[src/rtl/i2cBankPkg.sv]
package i2cBankPkg;

  typedef enum logic [3:0] {
    ST_IDLE,
    ST_DEVADDR,
    ST_DEVACK,
    ST_REGADDR,
    ST_REGACK,
    ST_WDATA,
    ST_WACK,
    ST_RDATA,
    ST_RACK
  } busState_t;

  // strobes from the bus control to the register datapath
  typedef struct packed {
    logic shiftIn;    // sample SDA into the receive shifter
    logic shiftOut;   // advance the transmit shifter by one bit
    logic loadRead;   // load the addressed register and bump the pointer
    logic writeData;  // store the received byte at the pointer
    logic loadPtr;    // take the received byte as the pointer
  } bankStrobe_t;

endpackage

[src/rtl/i2cLineSync.sv]
module i2cLineSync #(
  parameter int STAGES = 2,
  parameter int WIDTH  = 2
) (
  input  logic             clk,
  input  logic             rstN,
  input  logic [WIDTH-1:0] din,
  output logic [WIDTH-1:0] dout
);

  logic [WIDTH-1:0] stg [STAGES];

  for (genvar g = 0; g < STAGES; g++) begin : gStage
    if (g == 0) begin : gFirst
      always_ff @(posedge clk or negedge rstN) begin
        if (!rstN) stg[g] <= '1;
        else       stg[g] <= din;
      end
    end else begin : gNext
      always_ff @(posedge clk or negedge rstN) begin
        if (!rstN) stg[g] <= '1;
        else       stg[g] <= stg[g-1];
      end
    end
  end

  assign dout = stg[STAGES-1];

endmodule

[src/rtl/i2cBankCtrl.sv]
module i2cBankCtrl
  import i2cBankPkg::*;
#(
  parameter logic [6:0] DEV_ADDR = 7'h5A
) (
  input  logic        clk,
  input  logic        rstN,
  input  logic        sclS,
  input  logic        sdaS,
  input  logic [7:0]  rxByte,
  input  logic        txBit,
  output bankStrobe_t strb,
  output logic        sdaOe
);

  localparam logic [3:0] LAST_BIT = 4'd8;

  busState_t  state;
  logic       sclPrev, sdaPrev;
  logic [3:0] bitCnt;
  logic       rwBit, mAck, ackDrive;

  wire sclRise  = sclS & ~sclPrev;
  wire sclFall  = ~sclS & sclPrev;
  wire startDet = sclS & sclPrev & sdaPrev & ~sdaS;
  wire stopDet  = sclS & sclPrev & ~sdaPrev & sdaS;
  wire byteDone = sclFall && (bitCnt == LAST_BIT);
  wire rxState  = (state == ST_DEVADDR) || (state == ST_REGADDR) || (state == ST_WDATA);

  always_comb begin
    strb           = '0;
    strb.shiftIn   = sclRise && rxState;
    strb.loadPtr   = byteDone && (state == ST_REGADDR);
    strb.writeData = byteDone && (state == ST_WDATA);
    strb.loadRead  = sclFall && (((state == ST_DEVACK) && rwBit) || ((state == ST_RACK) && mAck));
    strb.shiftOut  = sclFall && (state == ST_RDATA) && (bitCnt != LAST_BIT);
  end

  assign sdaOe = ackDrive | ((state == ST_RDATA) & ~txBit);

  always_ff @(posedge clk or negedge rstN) begin
    if (!rstN) begin
      sclPrev <= 1'b1;
      sdaPrev <= 1'b1;
    end else begin
      sclPrev <= sclS;
      sdaPrev <= sdaS;
    end
  end

  always_ff @(posedge clk or negedge rstN) begin
    if (!rstN) begin
      state    <= ST_IDLE;
      bitCnt   <= '0;
      rwBit    <= 1'b0;
      mAck     <= 1'b0;
      ackDrive <= 1'b0;
    end else if (startDet) begin
      state    <= ST_DEVADDR;
      bitCnt   <= '0;
      ackDrive <= 1'b0;
    end else if (stopDet) begin
      state    <= ST_IDLE;
      ackDrive <= 1'b0;
    end else begin
      case (state)
        ST_DEVADDR, ST_REGADDR, ST_WDATA, ST_RDATA: begin
          if (sclRise) bitCnt <= bitCnt + 4'd1;
          if (byteDone) begin
            bitCnt <= '0;
            case (state)
              ST_DEVADDR: begin
                if (rxByte[7:1] == DEV_ADDR) begin
                  rwBit    <= rxByte[0];
                  ackDrive <= 1'b1;
                  state    <= ST_DEVACK;
                end else begin
                  state <= ST_IDLE;
                end
              end
              ST_REGADDR: begin ackDrive <= 1'b1; state <= ST_REGACK; end
              ST_WDATA:   begin ackDrive <= 1'b1; state <= ST_WACK;   end
              default:    state <= ST_RACK;
            endcase
          end
        end
        ST_DEVACK: if (sclFall) begin
          ackDrive <= 1'b0;
          bitCnt   <= '0;
          state    <= rwBit ? ST_RDATA : ST_REGADDR;
        end
        ST_REGACK: if (sclFall) begin
          ackDrive <= 1'b0;
          state    <= ST_WDATA;
        end
        ST_WACK: if (sclFall) begin
          ackDrive <= 1'b0;
          state    <= ST_IDLE;   // one data byte per write
        end
        ST_RACK: begin
          if (sclRise) mAck <= ~sdaS;
          if (sclFall) begin
            bitCnt <= '0;
            state  <= mAck ? ST_RDATA : ST_IDLE;
          end
        end
        default: ;
      endcase
    end
  end

  // acknowledge drive only in acknowledge slots of an addressed transfer
  assert_ack_slot_R1: assert property (@(posedge clk) disable iff (!rstN)
    ackDrive |-> (state == ST_DEVACK || state == ST_REGACK || state == ST_WACK));

  // an unmatched header never leads to an acknowledge
  assert_addr_nack_R6: assert property (@(posedge clk) disable iff (!rstN)
    (byteDone && state == ST_DEVADDR && rxByte[7:1] != DEV_ADDR && !startDet && !stopDet)
      |=> (!ackDrive && state == ST_IDLE));

  // idle slave leaves the line alone
  assert_release_idle_R9: assert property (@(posedge clk) disable iff (!rstN)
    (state == ST_IDLE) |-> !sdaOe);

  // a write header never produces register strobes on the second data byte
  assert_single_write_R8: assert property (@(posedge clk) disable iff (!rstN)
    (state == ST_WACK && sclFall && !startDet && !stopDet) |=> (state == ST_IDLE));

endmodule

[src/rtl/i2cBankData.sv]
module i2cBankData
  import i2cBankPkg::*;
#(
  parameter int NUM_REGS = 8
) (
  input  logic                  clk,
  input  logic                  rstN,
  input  bankStrobe_t           strb,
  input  logic                  sdaBit,
  input  logic                  lockFlag,
  output logic [7:0]            rxByte,
  output logic                  txBit,
  output logic [NUM_REGS*8-1:0] cfgBits
);

  localparam int PTR_W = $clog2(NUM_REGS);
  localparam logic [PTR_W-1:0] TOP_IDX = PTR_W'(NUM_REGS - 1);

  logic [7:0]       regs [NUM_REGS];
  logic [PTR_W-1:0] ptr;
  logic [7:0]       rxShift, txShift, readByte;

  always_comb begin
    readByte = regs[ptr];
    if (ptr == TOP_IDX && regs[TOP_IDX][7:6] == 2'b00) readByte[7] = lockFlag;
  end

  always_ff @(posedge clk or negedge rstN) begin
    if (!rstN) begin
      for (int i = 0; i < NUM_REGS; i++) regs[i] <= '0;
      ptr     <= '0;
      rxShift <= '0;
      txShift <= 8'hFF;
    end else begin
      if (strb.shiftIn)   rxShift <= {rxShift[6:0], sdaBit};
      if (strb.loadPtr)   ptr <= rxShift[PTR_W-1:0];
      if (strb.writeData) regs[ptr] <= rxShift;
      if (strb.loadRead) begin
        txShift <= readByte;
        ptr     <= ptr + 1'b1;
      end else if (strb.shiftOut) begin
        txShift <= {txShift[6:0], 1'b1};
      end
    end
  end

  assign rxByte = rxShift;
  assign txBit  = txShift[7];

  for (genvar g = 0; g < NUM_REGS; g++) begin : gFlat
    assign cfgBits[g*8 +: 8] = regs[g];
  end

  assert_strobe_onehot_R2: assert property (@(posedge clk) disable iff (!rstN)
    $onehot0({strb.loadPtr, strb.writeData, strb.loadRead, strb.shiftOut}));

  assert_write_store_R2: assert property (@(posedge clk) disable iff (!rstN)
    strb.writeData |=> (regs[$past(ptr)] == $past(rxShift)));

  assert_ptr_advance_R5: assert property (@(posedge clk) disable iff (!rstN)
    strb.loadRead |=> (ptr == PTR_W'($past(ptr) + 1'b1)));

  assert_stat_override_R7: assert property (@(posedge clk) disable iff (!rstN)
    (strb.loadRead && ptr == TOP_IDX && regs[TOP_IDX][7:6] == 2'b00)
      |=> (txShift[7] == $past(lockFlag)));

endmodule

[src/rtl/i2cCfgBank.sv]
module i2cCfgBank
  import i2cBankPkg::*;
#(
  parameter logic [6:0] DEV_ADDR    = 7'h5A,
  parameter int         NUM_REGS    = 8,
  parameter int         SYNC_STAGES = 2
) (
  input  logic                  clk,
  input  logic                  rstN,
  input  logic                  sclIn,
  input  logic                  sdaIn,
  output logic                  sdaOe,
  input  logic                  lockFlag,
  output logic [NUM_REGS*8-1:0] cfgBits
);

  logic        sclS, sdaS, txBit;
  logic [7:0]  rxByte;
  bankStrobe_t strb;

  i2cLineSync #(.STAGES(SYNC_STAGES), .WIDTH(2)) lineSync_i (
    .clk  (clk),
    .rstN (rstN),
    .din  ({sclIn, sdaIn}),
    .dout ({sclS, sdaS})
  );

  i2cBankCtrl #(.DEV_ADDR(DEV_ADDR)) ctrl_i (
    .clk    (clk),
    .rstN   (rstN),
    .sclS   (sclS),
    .sdaS   (sdaS),
    .rxByte (rxByte),
    .txBit  (txBit),
    .strb   (strb),
    .sdaOe  (sdaOe)
  );

  i2cBankData #(.NUM_REGS(NUM_REGS)) data_i (
    .clk      (clk),
    .rstN     (rstN),
    .strb     (strb),
    .sdaBit   (sdaS),
    .lockFlag (lockFlag),
    .rxByte   (rxByte),
    .txBit    (txBit),
    .cfgBits  (cfgBits)
  );

endmodule

[config.mk]
export PLATFORM = sky130hd
export DESIGN_NAME = i2cCfgBank
export DESIGN_NICKNAME = d
export VERILOG_FILES = /design/src/rtl/i2cBankPkg.sv /design/src/rtl/i2cLineSync.sv /design/src/rtl/i2cBankCtrl.sv /design/src/rtl/i2cBankData.sv /design/src/rtl/i2cCfgBank.sv
export SDC_FILE = /design/constraint.sdc
export NUM_CORES = 1
export LEC_CHECK = 0
export BUFFER_PORTS_ARGS = -buffer_cell sky130_fd_sc_hd__buf_2
export CAP_MARGIN = 20
export CELL_PAD_IN_SITES_DETAIL_PLACEMENT = 1
export CELL_PAD_IN_SITES_GLOBAL_PLACEMENT = 1
export CORE_MARGIN = 8
export CORE_UTILIZATION = 34
export CTS_BUF_LIST = sky130_fd_sc_hd__clkbuf_2
export DETAILED_ROUTE_END_ITERATION = 10
export GPL_TIMING_DRIVEN = 0
export PLACE_DENSITY = 0.61
export RECOVER_POWER = 100
export SLEW_MARGIN = 0
export SYNTH_ARGS = -nofsm -noshare
export SYNTH_HDL_FRONTEND = slang
export SYNTH_SLANG_ARGS = --single-unit
[constraint.sdc]
create_clock -name clk -period 2.9 [get_ports clk]
set_input_delay 0.29 -clock clk [delete_from_list [all_inputs] [get_ports clk]]
set_output_delay 0.29 -clock clk [all_outputs]
set_load 0.01 [all_outputs]
# Word-level counts from Yosys, hierarchy flattened
# Index checks and enable logic that the tools add are counted.
[word_totals]
ff_bits = 100
out_inout_bits = 65
wordCells = 128
inputBits = 5
[classes]
n_mux = 35
reduce_logical = 29
n_addsub = 2
bitwise_logic = 17
eq_ne = 23
magnitude_cmp = 2
[ops]
columns = ["op", "count"]
rows = [
  ["bitwise mux 64 bit", 1],
  ["two-way mux 4 bit", 11],
  ["two-way mux 8 bit", 5],
  ["inequality test 4 x 1 -> 1 bit (second input constant)", 7],
  ["binary-select mux 8 bit (select 3 bit)", 1],
  ["demux 8 bit (select 3 bit)", 1],
  ["one-hot mux 4 bit (5 select lines)", 1],
  ["== test 4 x 3 -> 1 bit (second input constant)", 4],
  ["two-way mux 3 bit", 4],
  ["one-hot mux 4 bit (3 select lines)", 1],
  ["AND reduction 6 bit", 2],
  ["logical AND 1 bit", 11],
  ["bitwise AND 1 bit", 8],
  ["== test 4 x 2 -> 1 bit (second input constant)", 2],
  ["== test 4 bit (second input constant)", 2],
  ["one-hot mux 4 bit (2 select lines)", 1],
  ["AND reduction 4 bit", 2],
  ["== test 7 bit (second input constant)", 1],
  ["inverter 1 bit", 7],
  ["nonzero test 7 bit", 1],
  ["two-way mux 1 bit", 6],
  ["inequality test 5 x 2 -> 1 bit (second input constant)", 1],
  ["inequality test 5 x 3 -> 1 bit (second input constant)", 1],
  ["AND reduction 5 bit", 1],
  ["21 further kinds", 26],
]

# Depth between registers and ports, before layout
[depth]
word_depth = 7
ltp_mapped = 8
ltp_nobuf = 7

# Hierarchy
# A second synthesis with hierarchy kept.
[unflattened]
hier_cells = 421
hier_area_um2 = 5033.6
[modules_own_cells]
columns = ["mod", "n_inst", "cells_each", "area_per_inst_um2"]
rows = [
  ["i2cBankData", 1, 298, 3887.5],
  ["i2cBankCtrl", 1, 117, 1026.0],
  ["i2cLineSync", 1, 6, 120.1],
]

# Worst setup path before layout
# Ideal clock, no wire load.
[synth_timing]
path_type = "register to register"
start = "reg ctrl_i.sclPrev"
end = "reg data_i.regs (netlist bit data_i.cfgBits[32])"
arrival_time_ns = 2.260
path_stages_with_launch = 8
setup_slack_ns = 0.515
path_buffers = 2
period_less_slack_ns = 2.385
path_cell_list = "dfstp_2 > buf_2 > nand2b_4 > or4_1 > buf_2 > or2_4 > nor3_4 > mux2_2"
[synth_via]
elab_chain_len = 3
[synth_rtl]
columns = ["element", "line_no", "rtl"]
rows = [
  ["from (decl)", "i2cBankCtrl.sv:19", "logic sclPrev, sdaPrev;"],
  ["from (signal assigned)", "i2cBankCtrl.sv:46", "sclPrev <= sclS;"],
  ["bitwise AND 1 bit", "i2cBankCtrl.sv:24", "wire sclFall = ~sclS & sclPrev;"],
  ["logical AND 1 bit", "i2cBankCtrl.sv:27", "wire byteDone = sclFall && (bitCnt == LAST_BIT);"],
  ["logical AND 1 bit", "i2cBankCtrl.sv:34", "strb.writeData = byteDone && (state == ST_WDATA);"],
  ["to (signal, indexed assignment)", "i2cBankData.sv:37", "if (strb.writeData) regs[ptr] <= rxShift;"],
  ["to (decl)", "i2cBankData.sv:19", "logic [7:0] regs [NUM_REGS];"],
]
# No other way between the ends.
# A chain may end at the register's enable or synchronous reset.

# Worst setup path in the final report
[layout_timing]
start = "reg ctrl_i.sclPrev"
end = "reg data_i.regs (netlist bit data_i.cfgBits[46])"
# The elaborated chain is that of the path after synthesis.

==> results.ini <==
[run_status]
status=finished with violations
violations=max-capacitance violations, max-slew violations, negative setup slack

[run]
drv_cap=1

[die]
dieArea_um2=18200
dieWidth_um=135
ios=70
start_util=0.348
die_y_um=135
rows=43
coreArea_um2=13800

[timing]
hold-worst-slack_ps=54.6
finalCritPeriodShare=1.02
setup_viol=12
layout_setup_ws_ps=-61.2
rsz0062_at_grt=yes
worst_slew_pin_slew_ps=2250
drv_slew=38
max_freq_ghz=0.338
tns_ps=-436
maxSlewHeadroom=-0.502
finClkSkew_ps=40.9
finalHoldViolCount=0
timing.final.crit_period_ps=2960

[worst_setup_path]
reg2reg_to=data_i.cfgBits[46]$_DFFE_PN0P_
worst-setup-path-type=flop to flop
r2r-start=ctrl_i.sclPrev$_DFF_PN1_
r2r_cells=6
crit_slowest_cell=nor3b_2
crit_buf_inv=2
crit_family=simple AND/OR/NAND/NOR gates
worstSetupStartpointType=flop
crit_top_cell=buf_2
arrival_ps=3490
crit_fanout=9
required_ps=3430
cp-end-kind=flop
critPathMaxStageDelay_ps=810
worstPathCellList=buf_2 > nand2b_4 > or4_1 > buf_2 > nor3b_2 > mux2_2
rrSetupSlack_ps=-60

[synthesis]
yosysWarnings=0
avgSynthCellArea_um2=12.7
synth.area.top_cells=dfrtp_1 45%, mux2_2 19%, dfstp_2 7.7%, mux4_2 3.7%, a22oi_1 2.0%
ys_ff_latch=100
ys.flop_type=dfrtp_1
syn_area_um2=4810
yosysTopAreaCell=dfrtp_1
synthArstFlopShare=1.00
ys_seq_area_frac=0.524
synth_nets=387
synth_edf_count=0
synth.top_cell.area_share=0.448
yosysUniqueCellTypes=55
netlist_instances=378

[power]
cellLeakagePower_nw=2.40
max-vdd-ir-drop_mv=0.214
swShare=0.330
combPwrFrac=0.147
power.internal_w=0.00174
p_switching_w=0.000857
clock_power_share=0.262
power_density_nw_per_um2=473
power_frac_seq=0.592

[routing]
drtIter0Drc=187
first_pass_iters=4
vias_per_cell=5.24
postRouteWirelength_mm=13.4
final_antenna_net_count=0
wl_per_cell_um=20.6
vias=3404
drc=0

[place]
hpwl_mm=9.78
place_congestion=0.810
placedCellCount=628
io_buffers=69

[grt]
grt_max_degree=64
grt_remaining_overflow=0
antenna_found_initial=1
grt_pass1_vias=3838
grt_pass1_wl_mm=22.0
track_usage=0.156

[clock_network]
cts.root.buffer_cell=clkbuf_2
clk_pin_slew_ps=310
htree_levels=3
clock_sinks=100
cts.path.max_buffers=2
clock_latency_ps=640
cts_buffers=9
cts_tree=done

[finish]
final_common_cell=dfrtp_1
fillers=1486
fin_nets=473
layout_common_cells=86 x dfrtp_1, 82 x clkbuf_1, 78 x mux2_2
drive_above_1_share=0.290
syn_to_final_growth_pct=14.3
stdcell_count=650

[hold_path]
hold_path_startpoint=lockFlag
min_path_cells=3
whs_endpoint=data_i.txShift[7]$_DFFE_PN1P_
holdCritPathClass=primary input to flop

==> cells in the mapped netlist, types with 5 or more instances <==
cell type  number
mux2_2         79
nor3_1          5
mux4_2          8
nand2_1        17
o21ai_0        14
nand3_1         5
nor2b_1         9
a22oi_1        13
dfrtp_1        86
clkbuf_1       17
inv_1           5
dfstp_2        14
and3b_1         5
a21oi_1         7
mux2i_1         7
nor2_1         16
==> registers in the layout (all words and copies together) (netlist names), 2 cells and up <==
register / count
data_i.cfgBits: 64
data_i.rxByte: 8
data_i.txShift: 8
ctrl_i.bitCnt: 4
ctrl_i.state: 4
data_i.ptr: 3
lineSync_i.dout: 2
lineSync_i.stg: 2
==> layer usage <==
layer  track usage  vias to the layer above  routed length, µm  share of wire
li1              -                     1584                  -              -
met1         0.200                     1761               6220           0.46
met2         0.260                       45               6690           0.50
met3        0.0238                       14                318          0.024
met4        0.0586                        0                202          0.015
met5             0                        -                  0              0
==> worst min-delay path: stages <==
cell and delay [ps]:
buf_2 90, o22ai_1 130, o21ai_0 170
==> repair_timing <==
action,4_1_cts,5_1_grt
setup buffers,2,0
endpoints found under the hold margin,39,0
setup endpoints to repair,29,24
pin swaps,1,0
hold buffers,3,0
gates resized for setup,0,1
==> layout make-up <==
class	instances	area (µm²)	share of cell area
sequential	100	2520	0.459
tap	180	225	0.0410
antenna	1	2.50	0.000455
buffer	23	90.1	0.0164
clock buffer	9	45.0	0.00820
multi-input combinational	250	2180	0.398
timing repair buffer	75	337	0.0613
inverter	5	18.8	0.00342
clock inverter	7	71.3	0.0130
==> power by group through the flow <==
stage | clock (W) | sequential [W] | combinational, W
4_1_cts | 0.000714 | 0.00154 | 0.000390
5_1_grt | 0.000755 | 0.00155 | 0.000430
2_1_floorplan | 0 | 0.00154 | 0.000246
6_report | 0.000680 | 0.00154 | 0.000381
3_5_place_dp | 0 | 0.00156 | 0.000384
3_3_place_gp | 0 | 0.00156 | 0.000367
==> worst max-delay path by stage <==
stage | end | from | cells after the start | slack (ps)
6_report | data_i.cfgBits[46]$_DFFE_PN0P_ | ctrl_i.sclPrev$_DFF_PN1_ | 6 | -60
5_1_grt | data_i.cfgBits[54]$_DFFE_PN0P_ | ctrl_i.sclPrev$_DFF_PN1_ | 6 | -150
4_1_cts | data_i.cfgBits[54]$_DFFE_PN0P_ | ctrl_i.sclPrev$_DFF_PN1_ | 6 | -60
3_5_place_dp | data_i.cfgBits[33]$_DFFE_PN0P_ | ctrl_i.sclPrev$_DFF_PN1_ | 7 | -0.9
3_3_place_gp | data_i.cfgBits[53]$_DFFE_PN0P_ | ctrl_i.sclPrev$_DFF_PN1_ | 6 | -20
2_1_floorplan | data_i.cfgBits[32]$_DFFE_PN0P_ | ctrl_i.sclPrev$_DFF_PN1_ | 7 | 510
==> cell families (layout without fill, tap and decap cells) <==
logic type	Yosys count	after routing	synth area share
other	0	1	0
AO/OA/AOI/OAI	65	65	0.0950
flip-flops	100	100	0.524
buffers and inverters	28	119	0.0226
multiplexers	94	94	0.237
XOR/XNOR	3	3	0.00547
adder cells (fa/ha/maj)	4	4	0.0104
AND/OR/NAND/NOR	84	84	0.105
==> per-stage QoR <==
stage | setup slack, ps | utilization | power (W) | area, µm²
2_1_floorplan | 515 | - | 0.00179 | 4810
3_3_place_gp | -20.2 | 0.389 | 0.00192 | 5380
3_5_place_dp | -0.933 | 0.391 | 0.00194 | 5410
4_1_cts | -55.4 | 0.403 | 0.00264 | 5570
5_1_grt | -151 | 0.397 | 0.00274 | 5490
6_report | -61.2 | 0.397 | 0.00260 | 5490
Note: power is estimated with default switching activity, not from simulation.
